===== src/rtl/tmr_pkg.sv =====
package tmr_pkg;

    // byte offsets of the register window
    localparam int OFF_START_LO = 'h00;
    localparam int OFF_START_HI = 'h04;
    localparam int OFF_COUNT_LO = 'h08;
    localparam int OFF_COUNT_HI = 'h0C;
    localparam int OFF_FLAG     = 'h18;
    localparam int OFF_CTRL_STD = 'h10;
    localparam int OFF_CTRL_ALT = 'h1C;

    typedef enum logic [1:0] {
        ST_IDLE = 2'd0,
        ST_RUN  = 2'd1,
        ST_HOLD = 2'd2
    } run_state_e;

    // field order is the control word bit order: [2] unmask, [1] single-shot, [0] enable
    typedef struct packed {
        logic unmask;
        logic one_shot;
        logic en;
    } ctrl_t;

endpackage


===== src/rtl/tmr_regs.sv =====
module tmr_regs
    import tmr_pkg::*;
#(
    parameter int ADDR_W   = 5,
    parameter int WORD_W   = 32,
    parameter bit CTRL_ALT = 1'b0,
    localparam int CNT_W   = 2 * WORD_W
) (
    input  logic              clk,
    input  logic              rst_n,
    input  logic              wr_en,
    input  logic [ADDR_W-1:0] addr,
    input  logic [WORD_W-1:0] wdata,
    input  logic [CNT_W-1:0]  count,
    input  logic              flag,
    output ctrl_t             ctrl,
    output logic [CNT_W-1:0]  start_val,
    output logic              clr_req,
    output logic [WORD_W-1:0] rdata
);

    localparam logic [ADDR_W-1:0] A_CTRL = CTRL_ALT ? ADDR_W'(OFF_CTRL_ALT)
                                                    : ADDR_W'(OFF_CTRL_STD);
    localparam logic [ADDR_W-1:0] A_SLO  = ADDR_W'(OFF_START_LO);
    localparam logic [ADDR_W-1:0] A_SHI  = ADDR_W'(OFF_START_HI);
    localparam logic [ADDR_W-1:0] A_CLO  = ADDR_W'(OFF_COUNT_LO);
    localparam logic [ADDR_W-1:0] A_CHI  = ADDR_W'(OFF_COUNT_HI);
    localparam logic [ADDR_W-1:0] A_FLAG = ADDR_W'(OFF_FLAG);

    ctrl_t             ctrl_q;
    logic [WORD_W-1:0] start_lo_q;
    logic [WORD_W-1:0] start_hi_q;

    always_ff @(posedge clk) begin
        if (!rst_n) begin
            ctrl_q     <= '0;
            start_lo_q <= '0;
            start_hi_q <= '0;
        end else if (wr_en) begin
            if (addr == A_CTRL)
                ctrl_q <= ctrl_t'(wdata[2:0]);
            // start words are locked while the counter is enabled
            if (addr == A_SLO && !ctrl_q.en)
                start_lo_q <= wdata;
            if (addr == A_SHI && !ctrl_q.en)
                start_hi_q <= wdata;
        end
    end

    assign ctrl      = ctrl_q;
    assign start_val = {start_hi_q, start_lo_q};
    assign clr_req   = wr_en && (addr == A_FLAG) && wdata[0];

    always_comb begin
        rdata = '0;
        if (addr == A_SLO)       rdata = start_lo_q;
        else if (addr == A_SHI)  rdata = start_hi_q;
        else if (addr == A_CLO)  rdata = count[WORD_W-1:0];
        else if (addr == A_CHI)  rdata = count[CNT_W-1:WORD_W];
        else if (addr == A_FLAG) rdata = WORD_W'(flag);
        else if (addr == A_CTRL) rdata = WORD_W'(ctrl_q);
    end

endmodule


===== src/rtl/tmr_core.sv =====
module tmr_core
    import tmr_pkg::*;
#(
    parameter int CNT_W = 64
) (
    input  logic             clk,
    input  logic             rst_n,
    input  logic             en,
    input  logic             one_shot,
    input  logic [CNT_W-1:0] start_val,
    output logic [CNT_W-1:0] count,
    output logic             hit,
    output run_state_e       state
);

    run_state_e       state_q;
    run_state_e       state_d;
    logic [CNT_W-1:0] count_q;
    logic             at_zero;

    assign at_zero = (count_q == '0);

    // next-state decision
    always_comb begin
        state_d = state_q;
        unique case (state_q)
            ST_IDLE: if (en) state_d = ST_RUN;
            ST_RUN: begin
                if (!en)                     state_d = ST_IDLE;
                else if (at_zero && one_shot) state_d = ST_HOLD;
            end
            ST_HOLD: if (!en) state_d = ST_IDLE;
            default: state_d = ST_IDLE;
        endcase
    end

    // state register
    always_ff @(posedge clk) begin
        if (!rst_n) state_q <= ST_IDLE;
        else        state_q <= state_d;
    end

    // outputs: counter datapath
    always_ff @(posedge clk) begin
        if (!rst_n) begin
            count_q <= '0;
        end else begin
            unique case (state_q)
                ST_IDLE: if (en) count_q <= start_val;
                ST_RUN: begin
                    if (en) begin
                        if (!at_zero)      count_q <= count_q - 1'b1;
                        else if (!one_shot) count_q <= start_val;
                    end
                end
                default: ;
            endcase
        end
    end

    assign hit   = (state_q == ST_RUN) && en && at_zero;
    assign count = count_q;
    assign state = state_q;

endmodule


===== src/rtl/tmr_irq.sv =====
module tmr_irq (
    input  logic clk,
    input  logic rst_n,
    input  logic hit,
    input  logic clr_req,
    input  logic unmask,
    output logic flag,
    output logic irq
);

    logic flag_q;

    always_ff @(posedge clk) begin
        if (!rst_n)       flag_q <= 1'b0;
        else if (hit)     flag_q <= 1'b1;   // a new event outranks a clear
        else if (clr_req) flag_q <= 1'b0;
    end

    assign flag = flag_q;
    assign irq  = flag_q & unmask;

endmodule


===== src/rtl/cdown_timer.sv =====
module cdown_timer
    import tmr_pkg::*;
#(
    parameter int ADDR_W   = 5,
    parameter int WORD_W   = 32,
    parameter bit CTRL_ALT = 1'b0
) (
    input  logic              clk,
    input  logic              rst_n,
    input  logic              wr_en,
    input  logic [ADDR_W-1:0] addr,
    input  logic [WORD_W-1:0] wdata,
    output logic [WORD_W-1:0] rdata,
    output logic              irq
);

    localparam int CNT_W = 2 * WORD_W;

    ctrl_t            ctrl_s;
    logic [CNT_W-1:0] start_s;
    logic [CNT_W-1:0] count_s;
    logic             clr_s;
    logic             hit_s;
    logic             flag_s;
    run_state_e       state_s;

    tmr_regs #(
        .ADDR_W  (ADDR_W),
        .WORD_W  (WORD_W),
        .CTRL_ALT(CTRL_ALT)
    ) u_regs (
        .clk      (clk),
        .rst_n    (rst_n),
        .wr_en    (wr_en),
        .addr     (addr),
        .wdata    (wdata),
        .count    (count_s),
        .flag     (flag_s),
        .ctrl     (ctrl_s),
        .start_val(start_s),
        .clr_req  (clr_s),
        .rdata    (rdata)
    );

    tmr_core #(
        .CNT_W(CNT_W)
    ) u_core (
        .clk      (clk),
        .rst_n    (rst_n),
        .en       (ctrl_s.en),
        .one_shot (ctrl_s.one_shot),
        .start_val(start_s),
        .count    (count_s),
        .hit      (hit_s),
        .state    (state_s)
    );

    tmr_irq u_irq (
        .clk    (clk),
        .rst_n  (rst_n),
        .hit    (hit_s),
        .clr_req(clr_s),
        .unmask (ctrl_s.unmask),
        .flag   (flag_s),
        .irq    (irq)
    );

endmodule


===== config.mk =====
export PLATFORM = sky130hd
export DESIGN_NAME = cdown_timer
export DESIGN_NICKNAME = d
export VERILOG_FILES = /design/src/rtl/tmr_pkg.sv /design/src/rtl/tmr_regs.sv /design/src/rtl/tmr_core.sv /design/src/rtl/tmr_irq.sv /design/src/rtl/cdown_timer.sv
export SDC_FILE = /design/constraint.sdc
export NUM_CORES = 1
export LEC_CHECK = 0
export ABC_AREA = 0
export BUFFER_PORTS_ARGS = -buffer_cell sky130_fd_sc_hd__buf_4
export CORE_UTILIZATION = 52
export DETAILED_ROUTE_END_ITERATION = 10
export GPL_TIMING_DRIVEN = 0
export PLACE_DENSITY = 0.71
export SYNTH_ARGS = -nofsm -noshare
export SYNTH_HDL_FRONTEND = slang
export SYNTH_SLANG_ARGS = --single-unit

===== constraint.sdc =====
create_clock -name clk -period 7.7 [get_ports clk]
set_clock_uncertainty 0.2 [all_clocks]
set_input_delay 1.54 -clock clk [delete_from_list [all_inputs] [get_ports clk]]
set_output_delay 1.54 -clock clk [all_outputs]
set_load 0.1 [all_outputs]

# [Word-level counts from Yosys, hierarchy flattened]
# Index checks and enable logic that the tools add are counted.
[totals] regBits=134 in_bits=40 out_inout_bits=33 word_cells=58
[classes] addsub=1 eq_ne=12 mux=18 bitwise_logic=1 n_reduce_logical=18
[ops] cell="two-way mux 64 bit" count=4
[ops] cell="two-way mux 32 bit" count=5
[ops] cell="one-hot mux 64 bit (2 select lines)" count=1
[ops] cell="logical NOT 64 bit" count=1
[ops] cell="subtractor 64 x 1 -> 64 bit (second input constant)" count=1
[ops] cell="== test 5 x 4 -> 1 bit (second input constant)" count=2
[ops] cell="== test 5 bit (second input constant)" count=2
[ops] cell="two-way mux 2 bit" count=4
[ops] cell="logical AND 1 bit" count=7
[ops] cell="inequality test 2 bit (second input constant)" count=3
[ops] cell="one-hot mux 2 bit (3 select lines)" count=1
[ops] cell="AND reduction 2 bit" count=3
[ops] cell="== test 5 x 3 -> 1 bit (second input constant)" count=1
[ops] cell="logical NOT 5 bit" count=1
[ops] cell="AND reduction 4 bit" count=1
[ops] cell="nonzero test 2 bit" count=2
[ops] cell="two-way mux 3 bit" count=1
[ops] cell="inequality test 3 x 2 -> 1 bit (second input constant)" count=1
[ops] cell="inequality test 3 bit (second input constant)" count=1
[ops] cell="AND reduction 3 bit" count=1
[ops] cell="== test 2 x 1 -> 1 bit (second input constant)" count=1
[ops] cell="== test 2 bit (second input constant)" count=1
[ops] cell="logical NOT 2 bit" count=1
[ops] cell="two-way mux 1 bit" count=2
[ops] cell="2 further kinds" count=2

# [Depth between registers and ports, before layout]
# Gate-level depths: netlist (run 1).
[depth] word_depth=7 ltp_mapped=11 ltp_nobuf=9

# [Modules after synthesis]
# Synthesis (run 1) repeated with hierarchy kept, for this count alone.
[hier_totals] hier_cells=1042 hier_area_um2=7737.4
[modules_own_cells] module="tmr_core" n_inst=1 cells_per_inst=585 area_each_um2=4236.6 seq_area_each_um2=1321.3
[modules_own_cells] module="tmr_regs" n_inst=1 cells_per_inst=453 area_each_um2=3452.1 seq_area_each_um2=1341.3
[modules_own_cells] module="tmr_irq" n_inst=1 cells_per_inst=4 area_each_um2=48.8 seq_area_each_um2=20.0

# [Worst setup path after synthesis (run 1)]
# Ideal clock, no wire load.
[synth_timing] kind="input port to output port" startpoint="in addr[4]" endpoint="out rdata[16]" arrival_time_ns=4.077 t_required_ns=5.960 setup_slack_ns=1.883 cell_stages=5 cell_sequence="nor4_1 clkbuf_1 clkbuf_1 a221oi_1 a21oi_1"
[synth_between] elab_chain_cells=5
[synth_rtl] element="start: declaration" line_no="cdown_timer.sv:11" source="input logic [ADDR_W-1:0] addr,"
[synth_rtl] element="== test 5 x 4 -> 1 bit" line_no="tmr_regs.sv:59" source="else if (addr == A_CHI) rdata = count[CNT_W-1:WORD_W];"
[synth_rtl] element="two-way mux 32 bit" line_no="tmr_regs.sv:59"
[synth_rtl] element="two-way mux 32 bit" line_no="tmr_regs.sv:58" source="else if (addr == A_CLO) rdata = count[WORD_W-1:0];"
[synth_rtl] element="two-way mux 32 bit" line_no="tmr_regs.sv:57" source="else if (addr == A_SHI) rdata = start_hi_q;"
[synth_rtl] element="two-way mux 32 bit (*)" line_no="tmr_regs.sv:56" source="if (addr == A_SLO) rdata = start_lo_q;"
[synth_rtl] element="end: declaration" line_no="cdown_timer.sv:13" source="output logic [WORD_W-1:0] rdata,"
# Every way passes the cells marked *; elsewhere a longest branch is shown, timed or not.

# [Final worst setup path (run 1)]
[layout_timing] startpoint="in addr[4]" endpoint="out rdata[2]"
[layout_between] elab_chain_cells=7
[layout_rtl] element="== test 5 bit" line_no="tmr_regs.sv:61" source="else if (addr == A_CTRL) rdata = WORD_W'(ctrl_q);"
[layout_rtl] element="two-way mux 3 bit" line_no="tmr_regs.sv:61"
[layout_rtl] element="two-way mux 32 bit" line_no="tmr_regs.sv:60" source="else if (addr == A_FLAG) rdata = WORD_W'(flag);"
[layout_rtl] element="two-way mux 32 bit" line_no="tmr_regs.sv:59"
[layout_rtl] element="two-way mux 32 bit" line_no="tmr_regs.sv:58"
[layout_rtl] element="two-way mux 32 bit" line_no="tmr_regs.sv:57"
[layout_rtl] element="two-way mux 32 bit (*)" line_no="tmr_regs.sv:56"
# Marked as above.

==> results.yml, run 1 <==
run_status:
  status: "finished, violations left"
  failed_checks: "DRC"
final_layout:
  final_common_cell: "nand2_1"
  diodes: 0
  post-route-util: 0.6276
  num-nets-final: 1166
  drive_gt1_frac: 0.1514
  stdcell_area_um2: 9225
  final_cell_mix: "190 x nand2_1, 134 x dfxtp_1, 131 x a21oi_1"
  syn_to_final_growth_pct: 16.74
critical_path:
  r2r_cells: 8
  critPathLaunchType: "primary input"
  critPathArrivalTime_ps: 4410
  crit_type: "in -> out"
  path_max_fanout: 10
  cp.required_ps: 5960
  endpoint_kind: "primary output"
power:
  clock_power_share: 0.478
  p_leak_nw: 3.376
  switchingPower_mw: 0.4535
  intPower_mw: 1.199
  combPwrFrac: 0.098
  p_sw_frac: 0.2744
  p_per_area_nw_per_um2: 179.1
  seq_power_share: 0.424
  peakVddDrop_mv: 0.1580
sta:
  final_hold_viol_count: 0
  fmax_mhz: 162.6
  fin_crit_sh: 0.7990
  fin_ws_ps: 1548
  max_slew_margin: 0.1112
  rsz0062_at_grt: "false"
  final.min_clock_period_ps: 6152
  worst_slew_pin_slew_ps: 1321
  setup_viol: 0
  finalMaxSlewViolations: 0
  setup_tns_ps: 0
routing:
  antenna_left: 0
  vias: 8945
  viasPerCell: 6.777
  routed_wl_mm: 33.36
  drc_errors: 3
  drt_first_pass_iters: 9
  routedWlPerCell_um: 25.27
  drt_iter0_drc: 1532
placement:
  placed_cell_area_um2: 8666
  routabilityCongestion: 1.004
  pre_cts_slack_ps: 1799
  dpl.hpwl_mm: 24.21
  port_buffers: 71
global_route:
  grt_use_total: 0.4243
  grt_overflow_total: 0
  grt_first_pass_wirelength_mm: 49.80
  grt_pass1_vias: 8389
  antenna_found_initial: 0
  grt_start_max_net_pins: 17
synthesis:
  ys_seq_area_frac: 0.3395
  syn_inst: 1034
  syn_area_um2: 7903
  yosys.cell_types.count: 63
  syn_nets: 1076
  synth-seq-cells: 134
  synth_ff_type: "dfxtp_1"
  synth_edf_count: 0
  async_flop_share: 0
  syn_area_per_cell_um2: 7.643
  yosys_warnings: 0
die:
  initial_utilization: 0.5376
  rows: 44
  die_y_um: 125.3
  die_x_um: 125.3
  dieArea_um2: 15690
  ios: 73
  core_um2: 14700
clocking:
  cts_tree: "built"
  cts-htree-levels: 4
  clock_latency_ps: 440
  cts.clk_slew.worst_paths_ps: 60
  cts_resized: 0
  cts_made_buffers: 17
  cts_max_path_buffers: 2
  cts_setup_buffers: 0
  cts.sinks: 134
  holdBufCountCts: 0
  clock-root-buffer: "clkbuf_16"
job:
  cap_violations: 0
worst_hold_path:
  holdCritPathClass: "reg -> reg"
  min_path_cells: 2
[layer usage]
| layer | vias to the layer above | track usage | routed length (µm) |
|---|---|---|---|
| li1 | 3997 | - | - |
| met5 | - | 0 | 0 |
| met4 | 0 | 0.1858 | 1389 |
| met3 | 111 | 0.1297 | 4084 |
| met2 | 586 | 0.6296 | 14020 |
| met1 | 4251 | 0.5662 | 13860 |
[synth_stat cells (4+ instances only)]
cell         n  area share
a2111oi_2    5      0.0095
nand2b_1     6      0.0048
dfxtp_1    134        0.34
o21ai_1      7      0.0044
o21a_1      15       0.014
o21ai_0     31       0.020
nor3_1      36       0.023
buf_1        5      0.0024
mux2_2      17       0.024
mux2i_1     39       0.049
o22ai_1     31       0.025
buf_6        6      0.0085
a22oi_1     16       0.015
a21oi_1    131       0.083
nand3_1     30       0.019
a211oi_1     7      0.0066
and3_1       6      0.0048
and4_1       7      0.0078
or3_1        6      0.0048
nor2_1      65       0.031
nor4_1      20       0.016
or4_1       11       0.010
o221a_2      5      0.0071
nand4_1     11      0.0087
a221oi_1    28       0.031
nand3b_1     4      0.0038
nor2b_1      4      0.0032
clkbuf_1    65       0.031
inv_1       14      0.0066
buf_2       11      0.0070
a32o_1      16       0.020
nand2_1    190       0.090
and2_1       6      0.0048
[through the flow]
| step | hold WS [ps] | power (mW) | cells |
|---|---|---|---|
| 6_report | 257.4 | 1.652 | 1320 |
| 5_1_grt | 285.2 | 1.680 | 1320 |
| 4_1_cts | 256.1 | 1.638 | 1320 |
| 3_5_place_dp | 247.6 | 0.8708 | 1289 |
| 3_3_place_gp | 245.3 | 0.8710 | 1289 |
| 2_1_floorplan | 236.3 | 0.8110 | 1034 |
[area by class of cell]
cell class	instances	area, µm²
fillers	1401	5474
flip-flops and latches	134	2683
repair buffers	71	533.0
well taps	184	230.2
inverters	17	63.81
clock buffers	20	456.7
clock inverters	11	102.6
plain buffers	89	400.4
multi-input cells	794	4756
[state kept, by name, indices dropped and copies added, names as in the netlist]
| register | flops |
|---|---|
| u_regs.start_lo_q | 32 |
| u_core.count | 64 |
| u_core.state | 2 |
| u_regs.start_hi_q | 32 |
| u_irq.flag | 1 |
| u_regs.ctrl | 3 |
[worst max-delay path, stage by stage]
cell and delay, ps:
buf_4 120, nor4_1 440, clkbuf_1 530, clkbuf_1 750, a22oi_1 360, o211ai_1 320
buf_4 340
[worst paths after layout]
| kind | from | endpoint | slack [ps] |
|---|---|---|---|
| min reg2reg | u_regs.start_lo_q[16]$_SDFFE_PN0P_ | u_regs.start_lo_q[16]$_SDFFE_PN0P_ | 260 |
| max reg2reg | u_core.count[50]$_SDFFE_PN0P_ | u_core.count[49]$_SDFFE_PN0P_ | 3970 |
| min | u_regs.start_lo_q[16]$_SDFFE_PN0P_ | u_regs.start_lo_q[16]$_SDFFE_PN0P_ | 260 |
| max | addr[4] | rdata[2] | 1550 |
[power groups by stage]
stage	clock, mW	sequential, mW	combinational, mW
4_1_cts	0.782	0.700	0.156
3_5_place_dp	0	0.715	0.155
3_3_place_gp	0	0.715	0.156
6_report	0.791	0.700	0.161
2_1_floorplan	0	0.714	0.0972
5_1_grt	0.812	0.700	0.168
[kinds of logic after synthesis]
group / after synthesis / share of synthesized area
simple gates: 427 / 0.2668
compound gates: 309 / 0.2582
flops: 134 / 0.3395
buf+inv: 106 / 0.05874
mux: 56 / 0.07362
fa+ha+maj: 2 / 0.003166
No activity file was read; power rests on OpenSTA's default activity.
==> run 2: changes to the inputs <==
--- a/config.mk
+++ b/config.mk
@@ -5,7 +5,7 @@
 export SDC_FILE = /design/constraint.sdc
 export NUM_CORES = 1
 export LEC_CHECK = 0
-export ABC_AREA = 0
+export ABC_AREA = 1
 export BUFFER_PORTS_ARGS = -buffer_cell sky130_fd_sc_hd__buf_4
 export CORE_UTILIZATION = 52
 export DETAILED_ROUTE_END_ITERATION = 10
==> constraint.sdc (replaced) <==
create_clock -name clk -period 6.1 [get_ports clk]
set_clock_uncertainty 0.2 [all_clocks]
set_input_delay 1.22 -clock clk [delete_from_list [all_inputs] [get_ports clk]]
set_output_delay 1.22 -clock clk [all_outputs]
set_load 0.1 [all_outputs]
==> results.yml, run 2 <==
run_status:
  status: "completed"
synthesis:
  async_flop_share: 0
  synth.largest_area_cell: "dfxtp_1"
  ys_seq_area_frac: 0.3152
  yosys_warnings: 0
  synth.most_common_cell: "nor2_1"
  syn_nets: 1476
  synth_edf_count: 0
  syn_area_um2: 8511
  yosys.cell_types.count: 35
  ys_top_cells_by_count: "409 x nor2_1, 332 x nand2_1, 134 x dfxtp_1"
  synth-seq-cells: 134
  ys_top_cells_by_area: "dfxtp_1 32%, nor2_1 18%, nand2_1 15%, nand3_1 5.5%, o21ai_0 5.4%"
  synth_top_area_share: 0.3152
  syn_inst: 1434
  synth_ff_type: "dfxtp_1"
  syn_area_per_cell_um2: 5.935
routing:
  drt_first_pass_iters: 6
  drt_iter0_drc: 1189
  vias: 10240
  viasPerCell: 5.839
  routedWlPerCell_um: 20.79
  drc_errors: 0
  antenna_left: 0
  routed_wl_mm: 36.45
critical_path:
  critPathLaunchType: "primary input"
  reg2reg_from: "u_core.count[0]$_SDFFE_PN0P_"
  critPathTopFamily: "simple AND/OR/NAND/NOR gates"
  cp.required_ps: 4680
  crit_type: "in -> out"
  path_max_fanout: 10
  max_stage_delay_ps: 820
  endpoint_kind: "primary output"
  critPathArrivalTime_ps: 3860
  cp_num_buf_inv: 4
  crit_chain: "buf_4, nor2_1, nand2_1, nor2_1, inv_1, clkbuf_1, o22ai_1, a21oi_1, nand2_1, buf_4"
  startpoint: "addr[1]"
  slowest_stage: "nor2_1"
clocking:
  cts.sinks: 134
  clock-root-buffer: "clkbuf_16"
  cts_max_path_buffers: 2
  cts_resized: 0
  cts_tree: "built"
  cts_made_buffers: 17
  clock_latency_ps: 440
  holdBufCountCts: 0
  cts_setup_buffers: 0
  cts-htree-levels: 4
  cts.clk_slew.worst_paths_ps: 60
die:
  core_um2: 15940
  ios: 73
  die_y_um: 129.9
  dieArea_um2: 16880
  die_x_um: 129.9
  rows: 46
  initial_utilization: 0.5338
final_layout:
  num-nets-final: 1566
  num-fill-cells: 1644
  syn_to_final_growth_pct: 16.04
  diodes: 0
  largest_register_ff_count: 64
  multi_input_area_um2: 5085
  register_area_um2: 2683
  final_cell_mix: "409 x nor2_1, 332 x nand2_1, 134 x dfxtp_1"
  drive_gt1_frac: 0.1093
  final_common_cell: "nor2_1"
sta:
  fin_crit_sh: 0.8655
  final.min_clock_period_ps: 5279
  finalMaxSlewViolations: 0
  setup_viol: 0
  max_slew_margin: 0.2776
  fmax_mhz: 189.4
  setup_tns_ps: 0
  holdWs_ps: 283.2
  rsz0062_at_grt: "false"
  worst_slew_pin_slew_ps: 1080
  final_hold_viol_count: 0
global_route:
  grt_first_pass_wirelength_mm: 53.39
  grt_use_total: 0.4420
  grt_start_max_net_pins: 17
  grt_overflow_total: 0
  antenna_found_initial: 0
  grt_pass1_vias: 9159
power:
  p_leak_nw: 4.521
  combPwrFrac: 0.221
  p_per_area_nw_per_um2: 248.0
  peakVddDrop_mv: 0.2057
  seq_power_share: 0.370
  switchingPower_mw: 0.8728
  p_sw_frac: 0.3564
  clock_power_share: 0.410
  intPower_mw: 1.576
placement:
  dpl.hpwl_mm: 28.23
  routabilityCongestion: 1.103
  port_buffers: 71
worst_hold_path:
  holdCritPathClass: "reg -> reg"
  holdCritStartpoint: "u_regs.start_hi_q[28]$_SDFFE_PN0P_"
job:
  cap_violations: 0
==> run 2: cell count changes in the layout (fill, tap and decap cells not counted), moves of 27 or more <==
cell      before  now
a21oi_1      131   34
a221oi_1      28    1
clkbuf_1      66   37
inv_1         14  106
mux2i_1       39    0
nand2_1      190  332
nand3_1       30   93
nor2_1        65  409
o21ai_0       31   91
o21ai_1        7   38
==> run 2: final cells by class <==
type | instances | share of cell area
buffer | 64 | 0.03459
inverter | 107 | 0.04067
clock inverter | 14 | 0.01343
timing repair buffer | 71 | 0.05397
clock buffer | 18 | 0.04346
tap | 216 | 0.02737
multi-input combinational | 1129 | 0.5149
sequential | 134 | 0.2716
==> run 2: cell families after synthesis <==
logic type / share of synthesized area
AOI/OAI and AO/OA: 0.1492
DFF: 0.3152
adders and majority gates: 0.002940
and+or+nand+nor: 0.4237
xor gates and xnor gates: 0.02161
buffers and inverters: 0.08733
==> run 2: power groups by stage <==
stage | Combinational, mW | Sequential [mW] | Clock, mW
2_1_floorplan | 0.341 | 0.917 | 0
3_3_place_gp | 0.510 | 0.923 | 0
3_5_place_dp | 0.513 | 0.924 | 0
4_1_cts | 0.517 | 0.904 | 1.00
5_1_grt | 0.576 | 0.906 | 1.04
6_report | 0.540 | 0.905 | 1.00
==> run 2: worst reg2reg max path: stages (launching register included) <==
cell      delay [ps]
dfxtp_1          310
inv_1            150
ha_1             290
nand2_2          140
nor2_1           360
nand3b_1         360
nor2_1           380
nand2_1           90
nand2_1           70
nand2_1           60
nor2_1           100
nor2_1            50
nor2_1            70
==> run 2: final timing paths <==
path / end / slack (ps) / cells past startpoint
max: rdata[22] / 820 / 10
min: u_regs.start_hi_q[28]$_SDFFE_PN0P_ / 280 / 2
max reg2reg: u_core.count[52]$_SDFFE_PN0P_ / 3420 / 12
min reg2reg: u_regs.start_hi_q[28]$_SDFFE_PN0P_ / 280 / 2
==> run 2: per-stage QoR <==
| step | cell area, µm² | power, mW | instances | utilization | setup WS [ps] |
|---|---|---|---|---|---|
| after floorplan | 8511 | 1.258 | 1434 | - | 922.0 |
| after global placement | 9314 | 1.434 | 1721 | 0.5842 | 1060 |
| after detailed placement | 9314 | 1.437 | 1721 | 0.5842 | 991.9 |
| after CTS | 9876 | 2.421 | 1753 | 0.6194 | 974.9 |
| after global routing | 9876 | 2.524 | 1753 | 0.6194 | 764.8 |
| final | 9876 | 2.449 | 1753 | 0.6194 | 820.5 |
==> run 2: layer usage <==
metal | GRT usage | vias to the layer above | share of wire
met2 | 0.6631 | 677 | 0.42
met1 | 0.5717 | 4668 | 0.40
li1 | - | 4775 | -
met3 | 0.1337 | 115 | 0.13
met4 | 0.2298 | 0 | 0.049
met5 | 0 | - | 0
==> run 3: changes to the inputs <==
--- a/config.mk
+++ b/config.mk
@@ -7,10 +7,12 @@
 export LEC_CHECK = 0
 export ABC_AREA = 1
 export BUFFER_PORTS_ARGS = -buffer_cell sky130_fd_sc_hd__buf_4
-export CORE_UTILIZATION = 52
+export CELL_PAD_IN_SITES_DETAIL_PLACEMENT = 1
+export CELL_PAD_IN_SITES_GLOBAL_PLACEMENT = 1
+export CORE_UTILIZATION = 42
 export DETAILED_ROUTE_END_ITERATION = 10
 export GPL_TIMING_DRIVEN = 0
-export PLACE_DENSITY = 0.71
+export PLACE_DENSITY_LB_ADDON = 0.1
 export SYNTH_ARGS = -nofsm -noshare
 export SYNTH_HDL_FRONTEND = slang
 export SYNTH_SLANG_ARGS = --single-unit
==> results.yml, run 3 (synthesis results as in run 2) <==
clocking:
  cts.sinks: 134
  cts_setup_buffers: 0
  cts_made_buffers: 17
  cts_tree: "built"
  clock_latency_ps: 440
  cts-htree-levels: 4
  cts_max_path_buffers: 2
  cts_resized: 0
  cts.clk_slew.worst_paths_ps: 60
  holdBufCountCts: 0
  clock-root-buffer: "clkbuf_16"
final_layout:
  stdcell_area_um2: 9942
  largest_register_ff_count: 64
  num-nets-final: 1566
  syn_to_final_growth_pct: 16.82
  final_cell_mix: "409 x nor2_1, 332 x nand2_1, 134 x dfxtp_1"
  layoutNonFillerInstCount: 1802
  final_common_cell: "nor2_1"
  diodes: 0
  drive_gt1_frac: 0.1100
routing:
  drt_first_pass_iters: 5
  routed_wl_mm: 39.98
  antenna_left: 0
  routedWlPerCell_um: 22.19
  viasPerCell: 5.636
  drc_errors: 0
  vias: 10160
  drt_iter0_drc: 774
power:
  peakVddDrop_mv: 0.1740
  p_per_area_nw_per_um2: 250.2
  p_leak_nw: 4.533
global_route:
  antenna_found_initial: 0
  grt_use_total: 0.3924
  grt_pass1_vias: 9830
  grt_overflow_total: 0
  grt_start_max_net_pins: 17
  grt_first_pass_wirelength_mm: 58.46
sta:
  finalMaxSlewViolations: 0
  setup_viol: 0
  final_hold_viol_count: 0
  fin_crit_sh: 0.9065
  setup_tns_ps: 0
  rsz0062_at_grt: "false"
  fin_ws_ps: 570.3
  final.min_clock_period_ps: 5530
  worst_slew_pin_slew_ps: 1208
  max_slew_margin: 0.1919
  fmax_mhz: 180.8
die:
  rows: 51
  die_y_um: 144.4
  initial_utilization: 0.4330
  die_x_um: 144.4
  dieArea_um2: 20840
  ios: 73
  core_um2: 19650
critical_path:
  critPathLaunchType: "primary input"
  worst_r2r_endpoint: "u_core.count[50]$_SDFFE_PN0P_"
  startpoint: "addr[1]"
  path_max_fanout: 10
  reg2reg_from: "u_core.count[0]$_SDFFE_PN0P_"
  endpoint_kind: "primary output"
  r2r_cells: 10
  critPathArrivalTime_ps: 4110
  crit_type: "in -> out"
  reg2reg_slack_ps: 3260
  cp.required_ps: 4680
placement:
  dpl.cell_count: 1770
  dpl.hpwl_mm: 31.61
  port_buffers: 71
  pre_cts_slack_ps: 682.3
  placed_cell_area_um2: 9375
  routabilityCongestion: 1.048
run_status:
  status: "completed"
worst_hold_path:
  holdCritStartpoint: "u_regs.start_lo_q[26]$_SDFFE_PN0P_"
  holdPathEnd: "u_regs.start_lo_q[26]$_SDFFE_PN0P_"
  holdCritPathClass: "reg -> reg"
  min_path_cells: 2
job:
  cap_violations: 0
==> run 3: cell count changes in the layout (fill, tap and decap cells not counted) <==
cell | previous run | this run
clkinv_4 | 2 | 3
clkinvlp_4 | 4 | 2
inv_6 | 4 | 6
clkinv_8 | 1 | 0
clkbuf_8 | 0 | 1
clkbuf_1 | 37 | 36
==> run 3: worst max path at each step <==
stage / cells after the start / slack [ps] / end
after floorplan: 6 / 920 / rdata[11]
after global placement: 10 / 790 / rdata[27]
after detailed placement: 10 / 680 / rdata[24]
after CTS: 10 / 700 / rdata[24]
after global routing: 10 / 500 / rdata[27]
final: 10 / 570 / rdata[24]
==> run 3: cell type report <==
class	count	area (µm²)
inverters	107	401.6
flip-flops and latches	134	2683
plain buffers	64	341.6
repair buffers	71	533.0
clock buffers	18	439.2
clock inverters	14	127.6
fillers	2859	9712
multi-input cells	1129	5085
well taps	265	331.6
==> run 3: stage by stage <==
| stage | power [mW] | utilization | hold WS, ps |
|---|---|---|---|
| after floorplan | 1.258 | - | 244.1 |
| after global placement | 1.437 | 0.4770 | 266.0 |
| after CTS | 2.471 | 0.5059 | 289.7 |
| after global routing | 2.559 | 0.5059 | 317.4 |
| final | 2.487 | 0.5059 | 293.7 |
| after detailed placement | 1.449 | 0.4770 | 279.5 |
==> run 3: per-layer routing <==
metal | vias to the layer above | part of all wire | track usage
met1 | 4869 | 0.44 | 0.5231
met4 | 0 | 0.040 | 0.1817
met2 | 426 | 0.44 | 0.6093
li1 | 4778 | - | -
met3 | 83 | 0.083 | 0.07450
met5 | - | 0 | 0
==> run 3: critical path, cell delays in order <==
cell      delay [ps]
buf_4            110
nor2_1           220
nand2_1          110
nor2_1           910
inv_1            250
clkbuf_1         410
o22ai_1          380
a21oi_1           80
nand2_1          110
buf_4            300
==> run 3: where the power goes <==
| group | switching, mW | leakage, nW | internal, mW | total (mW) |
|---|---|---|---|---|
| logic | 0.396 | 3.18 | 0.152 | 0.548 |
| registers | 0.0184 | 1.08 | 0.887 | 0.906 |
| clock network | 0.485 | 0.275 | 0.549 | 1.03 |
| total | 0.899 | 4.53 | 1.59 | 2.49 |
